File: src/rtl/sc_nco_pkg.sv
// Package: shared types for the subcarrier phase generator.
// Assumes the two-bit interval field keeps the encoding listed below.
package sc_nco_pkg;
    typedef enum logic [1:0] {
        SC_RST_NEVER  = 2'd0,
        SC_RST_2LINE  = 2'd1,
        SC_RST_2FRAME = 2'd2,
        SC_RST_4FRAME = 2'd3
    } sc_rst_mode_e;
endpackage

File: src/rtl/sc_reset_sched.sv
// Module: sc_reset_sched
// Divides line and frame strobes to decide when the phase accumulator is
// reloaded. Assumes the strobes last one cycle each. When the mode differs
// from the one registered last cycle, both counters restart and no reload
// is issued in that cycle.
module sc_reset_sched
    import sc_nco_pkg::*;
#(
    parameter int LINE_DIV  = 2,
    parameter int FRM_DIV_A = 2,
    parameter int FRM_DIV_B = 4
) (
    input  logic         clk,
    input  logic         rst_n,
    input  sc_rst_mode_e mode,
    input  logic         line_pulse,
    input  logic         frame_pulse,
    output logic         reload
);
    localparam int LC_W = (LINE_DIV  > 1) ? $clog2(LINE_DIV)  : 1;
    localparam int FC_W = (FRM_DIV_B > 1) ? $clog2(FRM_DIV_B) : 1;
    localparam logic [LC_W-1:0] LC_LAST = LC_W'(LINE_DIV - 1);
    localparam logic [FC_W-1:0] FC_LAST = FC_W'(FRM_DIV_B - 1);
    localparam logic [FC_W-1:0] FA_DIV  = FC_W'(FRM_DIV_A);
    localparam logic [FC_W-1:0] FA_LAST = FC_W'(FRM_DIV_A - 1);

    sc_rst_mode_e    mode_q;
    logic [LC_W-1:0] line_cnt;
    logic [FC_W-1:0] frm_cnt;
    logic            mode_chg;

    // Decide whether this cycle's strobe completes a reload interval.
    always_comb begin
        mode_chg = (mode != mode_q);
        reload   = 1'b0;
        if (!mode_chg) begin
            unique case (mode)
                SC_RST_NEVER:  reload = 1'b0;
                SC_RST_2LINE:  reload = line_pulse && (line_cnt == LC_LAST);
                SC_RST_2FRAME: reload = frame_pulse && ((frm_cnt % FA_DIV) == FA_LAST);
                SC_RST_4FRAME: reload = frame_pulse && (frm_cnt == FC_LAST);
                default:       reload = 1'b0;
            endcase
        end
    end

    // Track the mode and advance the strobe counters; restart them on a mode change.
    always_ff @(posedge clk) begin
        if (!rst_n) begin
            mode_q   <= SC_RST_NEVER;
            line_cnt <= '0;
            frm_cnt  <= '0;
        end else begin
            mode_q <= mode;
            if (mode_chg) begin
                line_cnt <= '0;
                frm_cnt  <= '0;
            end else begin
                if (line_pulse)
                    line_cnt <= (line_cnt == LC_LAST) ? '0 : line_cnt + LC_W'(1);
                if (frame_pulse)
                    frm_cnt  <= (frm_cnt == FC_LAST) ? '0 : frm_cnt + FC_W'(1);
            end
        end
    end


    never_mode_quiet_chk: assert property (@(posedge clk) disable iff (!rst_n)
        (mode == SC_RST_NEVER) |-> !reload);


    mode_chg_hold_chk: assert property (@(posedge clk) disable iff (!rst_n)
        (mode != $past(mode)) |-> !reload);


    line_mode_needs_line_chk: assert property (@(posedge clk) disable iff (!rst_n)
        ((mode == SC_RST_2LINE) && !line_pulse) |-> !reload);


    frame_mode_needs_frame_chk: assert property (@(posedge clk) disable iff (!rst_n)
        ((mode == SC_RST_2FRAME || mode == SC_RST_4FRAME) && !frame_pulse) |-> !reload);
endmodule

File: src/rtl/sc_phase_acc.sv
// Module: sc_phase_acc
// Phase accumulator. Adds the frequency word each clock, or loads the start
// phase into the top bits with the lower bits cleared on reset or reload.
// Assumes start_phase is stable while reset is held.
module sc_phase_acc #(
    parameter int ACC_W = 32,
    parameter int PH_W  = 8
) (
    input  logic             clk,
    input  logic             rst_n,
    input  logic [ACC_W-1:0] freq_word,
    input  logic [PH_W-1:0]  start_phase,
    input  logic             reload,
    output logic [PH_W-1:0]  acc_top
);
    localparam int LO_W = ACC_W - PH_W;

    logic [ACC_W-1:0] acc;

    // Load the start phase or step the phase by the frequency word.
    always_ff @(posedge clk) begin
        if (!rst_n || reload)
            acc <= {start_phase, {LO_W{1'b0}}};
        else
            acc <= acc + freq_word;
    end

    assign acc_top = acc[ACC_W-1 -: PH_W];


    reload_load_chk: assert property (@(posedge clk) disable iff (!rst_n)
        reload |=> (acc == {$past(start_phase), {LO_W{1'b0}}}));


    acc_step_chk: assert property (@(posedge clk) disable iff (!rst_n)
        !reload |=> (acc == $past(acc) + $past(freq_word)));
endmodule

File: src/rtl/sc_phase_out.sv
// Module: sc_phase_out
// Output stage. Adds the hue offset to the phase (wrapping modulo 2^PH_W)
// and qualifies the burst window with the burst enable. Both outputs are
// registered and cleared by reset.
module sc_phase_out #(
    parameter int PH_W = 8
) (
    input  logic            clk,
    input  logic            rst_n,
    input  logic [PH_W-1:0] acc_top,
    input  logic [PH_W-1:0] hue,
    input  logic            burst_win,
    input  logic            burst_en,
    output logic [PH_W-1:0] phase_out,
    output logic            burst_on
);
    // Register the hue-shifted phase and the gated burst flag.
    always_ff @(posedge clk) begin
        if (!rst_n) begin
            phase_out <= '0;
            burst_on  <= 1'b0;
        end else begin
            phase_out <= acc_top + hue;
            burst_on  <= burst_win & burst_en;
        end
    end


    burst_gate_chk: assert property (@(posedge clk) disable iff (!rst_n)
        !burst_en |=> !burst_on);


    burst_window_chk: assert property (@(posedge clk) disable iff (!rst_n)
        !burst_win |=> !burst_on);
endmodule

File: src/rtl/sc_phase_nco.sv
// Module: sc_phase_nco (top)
// Color subcarrier phase generator. Contains the reload scheduler, the
// phase accumulator and the registered output stage. Assumes the line and
// frame strobes are synchronous to clk and last one cycle each.
module sc_phase_nco
    import sc_nco_pkg::*;
#(
    parameter int ACC_W = 32,
    parameter int PH_W  = 8
) (
    input  logic             clk,
    input  logic             rst_n,
    input  logic [ACC_W-1:0] freq_word,
    input  logic [PH_W-1:0]  start_phase,
    input  logic [PH_W-1:0]  hue,
    input  logic [1:0]       rst_interval,
    input  logic             line_pulse,
    input  logic             frame_pulse,
    input  logic             burst_win,
    input  logic             burst_en,
    output logic [PH_W-1:0]  phase_out,
    output logic             burst_on
);
    logic         reload;
    logic [PH_W-1:0] acc_top;
    sc_rst_mode_e mode;

    assign mode = sc_rst_mode_e'(rst_interval);

    sc_reset_sched #(
        .LINE_DIV (2),
        .FRM_DIV_A(2),
        .FRM_DIV_B(4)
    ) u_sched (
        .clk        (clk),
        .rst_n      (rst_n),
        .mode       (mode),
        .line_pulse (line_pulse),
        .frame_pulse(frame_pulse),
        .reload     (reload)
    );

    sc_phase_acc #(
        .ACC_W(ACC_W),
        .PH_W (PH_W)
    ) u_acc (
        .clk        (clk),
        .rst_n      (rst_n),
        .freq_word  (freq_word),
        .start_phase(start_phase),
        .reload     (reload),
        .acc_top    (acc_top)
    );

    sc_phase_out #(
        .PH_W(PH_W)
    ) u_out (
        .clk      (clk),
        .rst_n    (rst_n),
        .acc_top  (acc_top),
        .hue      (hue),
        .burst_win(burst_win),
        .burst_en (burst_en),
        .phase_out(phase_out),
        .burst_on (burst_on)
    );
endmodule

File: config.mk
export PLATFORM = sky130hd
export DESIGN_NAME = sc_phase_nco
export DESIGN_NICKNAME = d
export VERILOG_FILES = /design/src/rtl/sc_nco_pkg.sv /design/src/rtl/sc_reset_sched.sv /design/src/rtl/sc_phase_acc.sv /design/src/rtl/sc_phase_out.sv /design/src/rtl/sc_phase_nco.sv
export SDC_FILE = /design/constraint.sdc
export NUM_CORES = 1
export LEC_CHECK = 0
export BUFFER_PORTS_ARGS = -buffer_cell sky130_fd_sc_hd__buf_2
export CORE_ASPECT_RATIO = 0.7
export CORE_MARGIN = 8
export CORE_UTILIZATION = 48
export DETAILED_ROUTE_END_ITERATION = 8
export PLACE_DENSITY = 0.78
export RECOVER_POWER = 50
export SKIP_LAST_GASP = 1
export SLEW_MARGIN = 40
export SYNTH_ARGS = -nofsm -noshare
export SYNTH_HDL_FRONTEND = slang
export SYNTH_SLANG_ARGS = --single-unit
File: constraint.sdc
create_clock -name clk -period 3.4 [get_ports clk]
set_input_delay 0.68 -clock clk [delete_from_list [all_inputs] [get_ports clk]]
set_output_delay 0.68 -clock clk [all_outputs]
set_load 0.05 [all_outputs]
# Word level (Yosys, flattened, before mapping)
# Cells that the tools add are included.
classes:
  n_addsub: 4
  n_eq_ne: 5
  muxes: 5
  bitwise: 2
  reduce_logical: 7
op_table:
  columns: ["operator", "count"]
  rows:
  - ["$add 32x32->32", 1]
  - ["$mux 32", 1]
  - ["$add 8x8->8", 1]
  - ["$eq 2x2->1 const B", 3]
  - ["$pmux 1 s4", 1]
  - ["$logic_and 1x1->1", 3]
  - ["$add 2x1->2 const B", 1]
  - ["$eq 2x1->1 const B", 1]
  - ["$logic_not 2->1", 1]
  - ["$mux 1", 2]
  - ["$mux 2", 1]
  - ["$ne 2x2->1", 1]
  - ["$reduce_or 2->1", 1]
  - ["$add 1x1->1 const B", 1]
  - ["$and 1x1->1", 1]
  - ["$logic_not 1->1", 1]
  - ["$logic_or 1x1->1", 1]
  - ["$not 1->1", 1]
totals:
  regBits: 46
  inputBits: 56
  out_inout_bits: 9
  word_cells: 30

# Depth between registers and ports, before layout
depth:
  depth_word: 6
  mapped_depth: 10
  mapped_depth_nobuf: 10

# Modules after synthesis
# From an unflattened synthesis, not the netlist that was laid out.
unflattened:
  cells_unflattened: 444
  area_unflattened_um2: 3583.4
modules_own_cells:
  columns: ["module", "n_inst", "cells_each", "area_per_inst_um2", "seq_area_each_um2"]
  rows:
  - ["sc_phase_acc", 1, 358, 2756.4, 640.6]
  - ["sc_phase_out", 1, 60, 591.8, 180.2]
  - ["sc_reset_sched", 1, 26, 235.2, 100.1]

# Least setup slack after synthesis
# Ideal clock, no wire load.
synth_timing:
  path_kind: "input -> register"
  start: "input freq_word[0]"
  end: "register u_acc.acc[30]"
  setup_ns: 0.084
  arrival_ns: 2.637
  slack_ns: 0.679
  cell_stages: 9
  path_buffers: 0
  path_cell_list: "ha_1 -> fa_1 -> a21oi_1 -> o211ai_2 -> and3_2 -> nor4b_2 -> o32ai_1 -> o21a_1 -> o31ai_2"
synth_between:
  elab_chain_len: 2
synth_lines:
  columns: ["element", "line", "rtl"]
  rows:
  - ["from (decl)", "sc_phase_nco.sv:13", "input logic [ACC_W-1:0] freq_word,"]
  - ["$add 32x32->32", "sc_phase_acc.sv:25", "acc <= acc + freq_word;"]
  - ["$mux 32", "sc_phase_acc.sv:22", "if (!rst_n || reload)"]
  - ["to (signal assigned)", "sc_phase_acc.sv:23", "acc <= {start_phase, {LO_W{1'b0}}};"]
  - ["to (signal assigned)", "sc_phase_acc.sv:25", null]
  - ["to (decl)", "sc_phase_acc.sv:18", "logic [ACC_W-1:0] acc;"]
# No other way between the ends.
# A chain may end at the register's enable or synchronous reset.

# Worst setup path after layout
layout_timing:
  start: "input rst_interval[0]"
  end: "register u_acc.acc[25]"
layout_between:
  elab_chain_len: 5
  elab_cells_between_ends: 9
  classes_between: "eq/ne: 4; mux: 3; reduce/logical: 2"
layout_lines:
  columns: ["element", "line", "rtl"]
  rows:
  - ["from (decl)", "sc_phase_nco.sv:16", "input logic [1:0] rst_interval,"]
  - ["$eq 2x2->1, or another cell as far along", "sc_reset_sched.sv:37", "unique case (mode)"]
  - ["$pmux 1 s4", "sc_reset_sched.sv:37", null]
  - ["$mux 1 (*)", "sc_reset_sched.sv:36", "if (!mode_chg) begin"]
  - ["$logic_or 1x1->1 (*)", "sc_phase_acc.sv:22", null]
  - ["$mux 32 (*)", "sc_phase_acc.sv:22", null]
# Every way passes the cells marked *; elsewhere a longest branch is shown, timed or not.

==> run metrics <==
# clock sinks=between 40 and 50; simple logic cell fraction of the synthesized area=about a fifth; WP data arrival=3.00 ns; vias per std cell=between 5 and 6; Residual DRC=0; WL/cell=between 10 and 15 um; PD cells=851 nW/um^2; CP max FO=18; post-synthesis mux area share=less than 1%; largest family of logic cells by synthesized area=compound AO/OA/AOI/OAI gates; worst slew pin tran=around 1.4 ns; core area=~6800 um^2; clk_skew=0.0147 ns; die area=about 10000 um^2; Fill cells=between 600 and 700; Synth Area in XOR/XNOR=roughly 8.6%; Crit path largest cell delay=1.13 ns; Max clock buf depth=2; hold buffer count at CTS=0; post-DP HPWL=6.79 mm; fmax=around 360 MHz; period utilisation layout=roughly 82%; Synth Area in Adders=~16%; area delta synth->final=15.5%; global-route wire length before repair=about 14 mm; Slew HR=9.29%; Setup CP Type=input port to flop; max capacitance violation total=0; Reg2Reg Setup Slack=between 0.7 and 0.8 ns; postcts setup bufs=0; via count=between 3000 and 4000; Main synth FF type=dfxtp_1; ANT nets after route=0; gr ovfl total=0; Die W=~120 um; crit path max-delay cell type=o31ai_2; gr usage total=17.2%; Post-Synthesis Cells=slightly above 400; final hold slack=~0.53 ns; Async S/R FF share, synth=0%; result of the run=finished clean; Synth Net Count=around 500; Total Wirelength=8.39 mm; vias in the first global route=between 3000 and 4000; Fin Setup TNS=0 ns; critical path capture point type=flop; PortBufs=between 60 and 70; largest net degree at the start of global routing=19; CP Buf/Inv Count=1; Synth cell types=60; cells resized by post-CTS repair=0; post-synthesis sequential element count=46; depth of the worst hold-timing path=2; clock root buffer=clkbuf_8; n_diodes=0; post-route insts no fill=about 560; leak pwr=between 1.5 and 2 nW; Post-synth EDFFs=0; initial DRC count=roughly 260; DP Cell Count=roughly 550; CP cell instances=clkbuf_1 > xnor2_1 > a32oi_1 > o31ai_2 > nor2_1 > a31oi_1 > a21boi_0 > nand3_1; Row Count=25; Tmin final=~2.8 ns; Final GP Congestion=between 0.9 and 1; Slew Viols, Final=0; Top delay family on crit path=compound AO/OA/AOI/OAI gates; H-tree depth=2; Startpoint Class=input port; hold crit path type=flop to flop; count of final hold-check violations=0; Initial Util=49.6%; RSZ-0062 raised after global routing=no; Required @ worst endpoint=3.60 ns; post-synthesis cell area=between 3000 and 4000 um^2; CTS tree=yes; CTS Buf Count=5; Skew-Pair Late Insertion Delay=slightly above 0.3 ns; worst-case vdd ir drop=~320 uV; Pre-antenna DRT Iters=5; final setup vio count=0; Stages on worst setup path=8; initial antenna violation count=0; cells on worst reg2reg path=8; die span in y=between 80 and 90 um; I/O Pins=65; layout cells sized above 1=16.9%; synthesized area per cell=between 8 and 9 um^2; clock slew at reported path FFs=approximately 0.10 ns; Compound-Gate Fraction of Synth Area=24.9%; Ys Warns=0; sequential element share of the synthesized area=between 20 and 30%; Nets=between 500 and 600
-- where the power goes --
group	total [W]	switching, W	internal [W]
combinational	0.00199	0.00118	0.000807
sequential	0.000809	0.0000753	0.000734
clock	0.000514	0.000200	0.000314
-- cell families after synthesis --
group                      count (synthesis)
AOI/OAI and AO/OA                        122
xor gates and xnor gates                  33
adders and majority gates                 41
buffers and inverters                     29
DFF                                       46
muxes                                      2
and+or+nand+nor                          131
-- path summary, 6_finish.rpt --
kind / start / endpoint
setup / recovery: rst_interval[0] / u_acc.acc[25]
hold / removal: u_sched.frm_cnt[1] / u_sched.frm_cnt[1]
setup reg to reg: u_sched.frm_cnt[0] / u_acc.acc[25]
hold reg to reg: u_sched.frm_cnt[1] / u_sched.frm_cnt[1]
-- synth_stat cells, types with 2 or more instances --
| library cell | instances | share of area (%) |
|---|---|---|
| o211ai_1 | 3 | 0.67 |
| a31oi_1 | 7 | 1.3 |
| and3_2 | 2 | 0.45 |
| nor2b_1 | 6 | 1.1 |
| xnor2_1 | 22 | 5.7 |
| o21ai_0 | 17 | 2.5 |
| xor2_1 | 11 | 2.9 |
| nand2b_1 | 3 | 0.56 |
| o31a_1 | 2 | 0.52 |
| nor2_1 | 46 | 5.1 |
| mux2i_1 | 2 | 0.59 |
| o31ai_2 | 3 | 1.1 |
| a21o_1 | 19 | 4.2 |
| a21o_2 | 2 | 0.52 |
| a21oi_1 | 34 | 5.1 |
| inv_1 | 17 | 1.9 |
| or3_1 | 2 | 0.37 |
| dfxtp_1 | 46 | 27 |
| o21ai_1 | 2 | 0.30 |
| fa_1 | 2 | 1.2 |
| and3_1 | 2 | 0.37 |
| nand2_1 | 31 | 3.5 |
| clkbuf_1 | 4 | 0.45 |
| a21boi_0 | 2 | 0.45 |
| and2_2 | 2 | 0.45 |
| o21a_1 | 5 | 1.1 |
| nor3b_1 | 2 | 0.45 |
| o21bai_1 | 5 | 1.1 |
| a211o_1 | 2 | 0.52 |
| and2_1 | 7 | 1.3 |
| buf_2 | 6 | 0.89 |
| nor3_1 | 7 | 1.0 |
| nand3_1 | 9 | 1.3 |
| a211oi_1 | 5 | 1.1 |
| ha_1 | 39 | 14 |
| nand4_1 | 4 | 0.74 |
-- metal layers --
| metal | share of wire, % | up-vias | track usage [%] |
|---|---|---|---|
| li1 | - | 1576 | - |
| met4 | 1.0 | 0 | 4.92 |
| met3 | 9.6 | 12 | 4.63 |
| met2 | 41 | 112 | 24.6 |
| met5 | 0 | - | 0 |
| met1 | 48 | 1434 | 24.3 |
-- registers in the layout, summed over array words and instances, names as in the netlist --
name	count
u_acc.acc	32
u_out.phase_out	8
u_sched.frm_cnt	2
u_sched.mode_q	2
u_out.burst_on	1
u_sched.line_cnt	1
-- through the flow --
| step | util (%) | instance area [um^2] | total power [W] | worst slack, ns |
|---|---|---|---|---|
| 3_5_place_dp | 55.6 | 3770 | 0.00278 | 0.329 |
| 2_1_floorplan | - | 3370 | 0.00240 | 0.679 |
| 4_1_cts | 57.7 | 3920 | 0.00331 | 0.643 |
| 5_1_grt | 57.3 | 3890 | 0.00357 | 0.328 |
| 6_report | 57.3 | 3890 | 0.00331 | 0.602 |
| 3_3_place_gp | 55.6 | 3770 | 0.00272 | 0.388 |
-- worst register-to-register path: stages (launching register included) --
cell      delay, ns
dfxtp_1        0.38
ha_1           0.18
nand2b_1       0.10
a21boi_0       0.09
o31ai_2        1.10
nor2_1         0.17
a31oi_1        0.22
a21boi_0       0.19
nand3_1        0.10
-- area by class of cell --
class	count	area, um^2	share of cell area [%]
clock buffer	6	82.6	2.12
multi-input combinational	329	2320	59.6
clock inverter	2	60.1	1.54
timing repair buffer	67	324	8.34
tap	94	118	3.03
inverter	17	63.8	1.64
sequential	46	921	23.7
-- cells in the final DEF, fill, tap and decap left out, types with 4 or more instances in the layout --
cell / instances
nand2_1: 31
nor2b_1: 6
a21o_1: 19
nor3_1: 7
xor2_1: 11
dfxtp_1: 46
and2_1: 4
o21a_1: 5
nand4_1: 4
a21oi_1: 34
a211oi_1: 5
clkbuf_1: 13
clkbuf_8: 6
a31oi_1: 7
inv_1: 17
nand3_1: 9
buf_2: 52
xnor2_1: 22
o21bai_1: 5
nor2_1: 46
ha_1: 39
o21ai_0: 17
(Power assumes the default switching activity.)
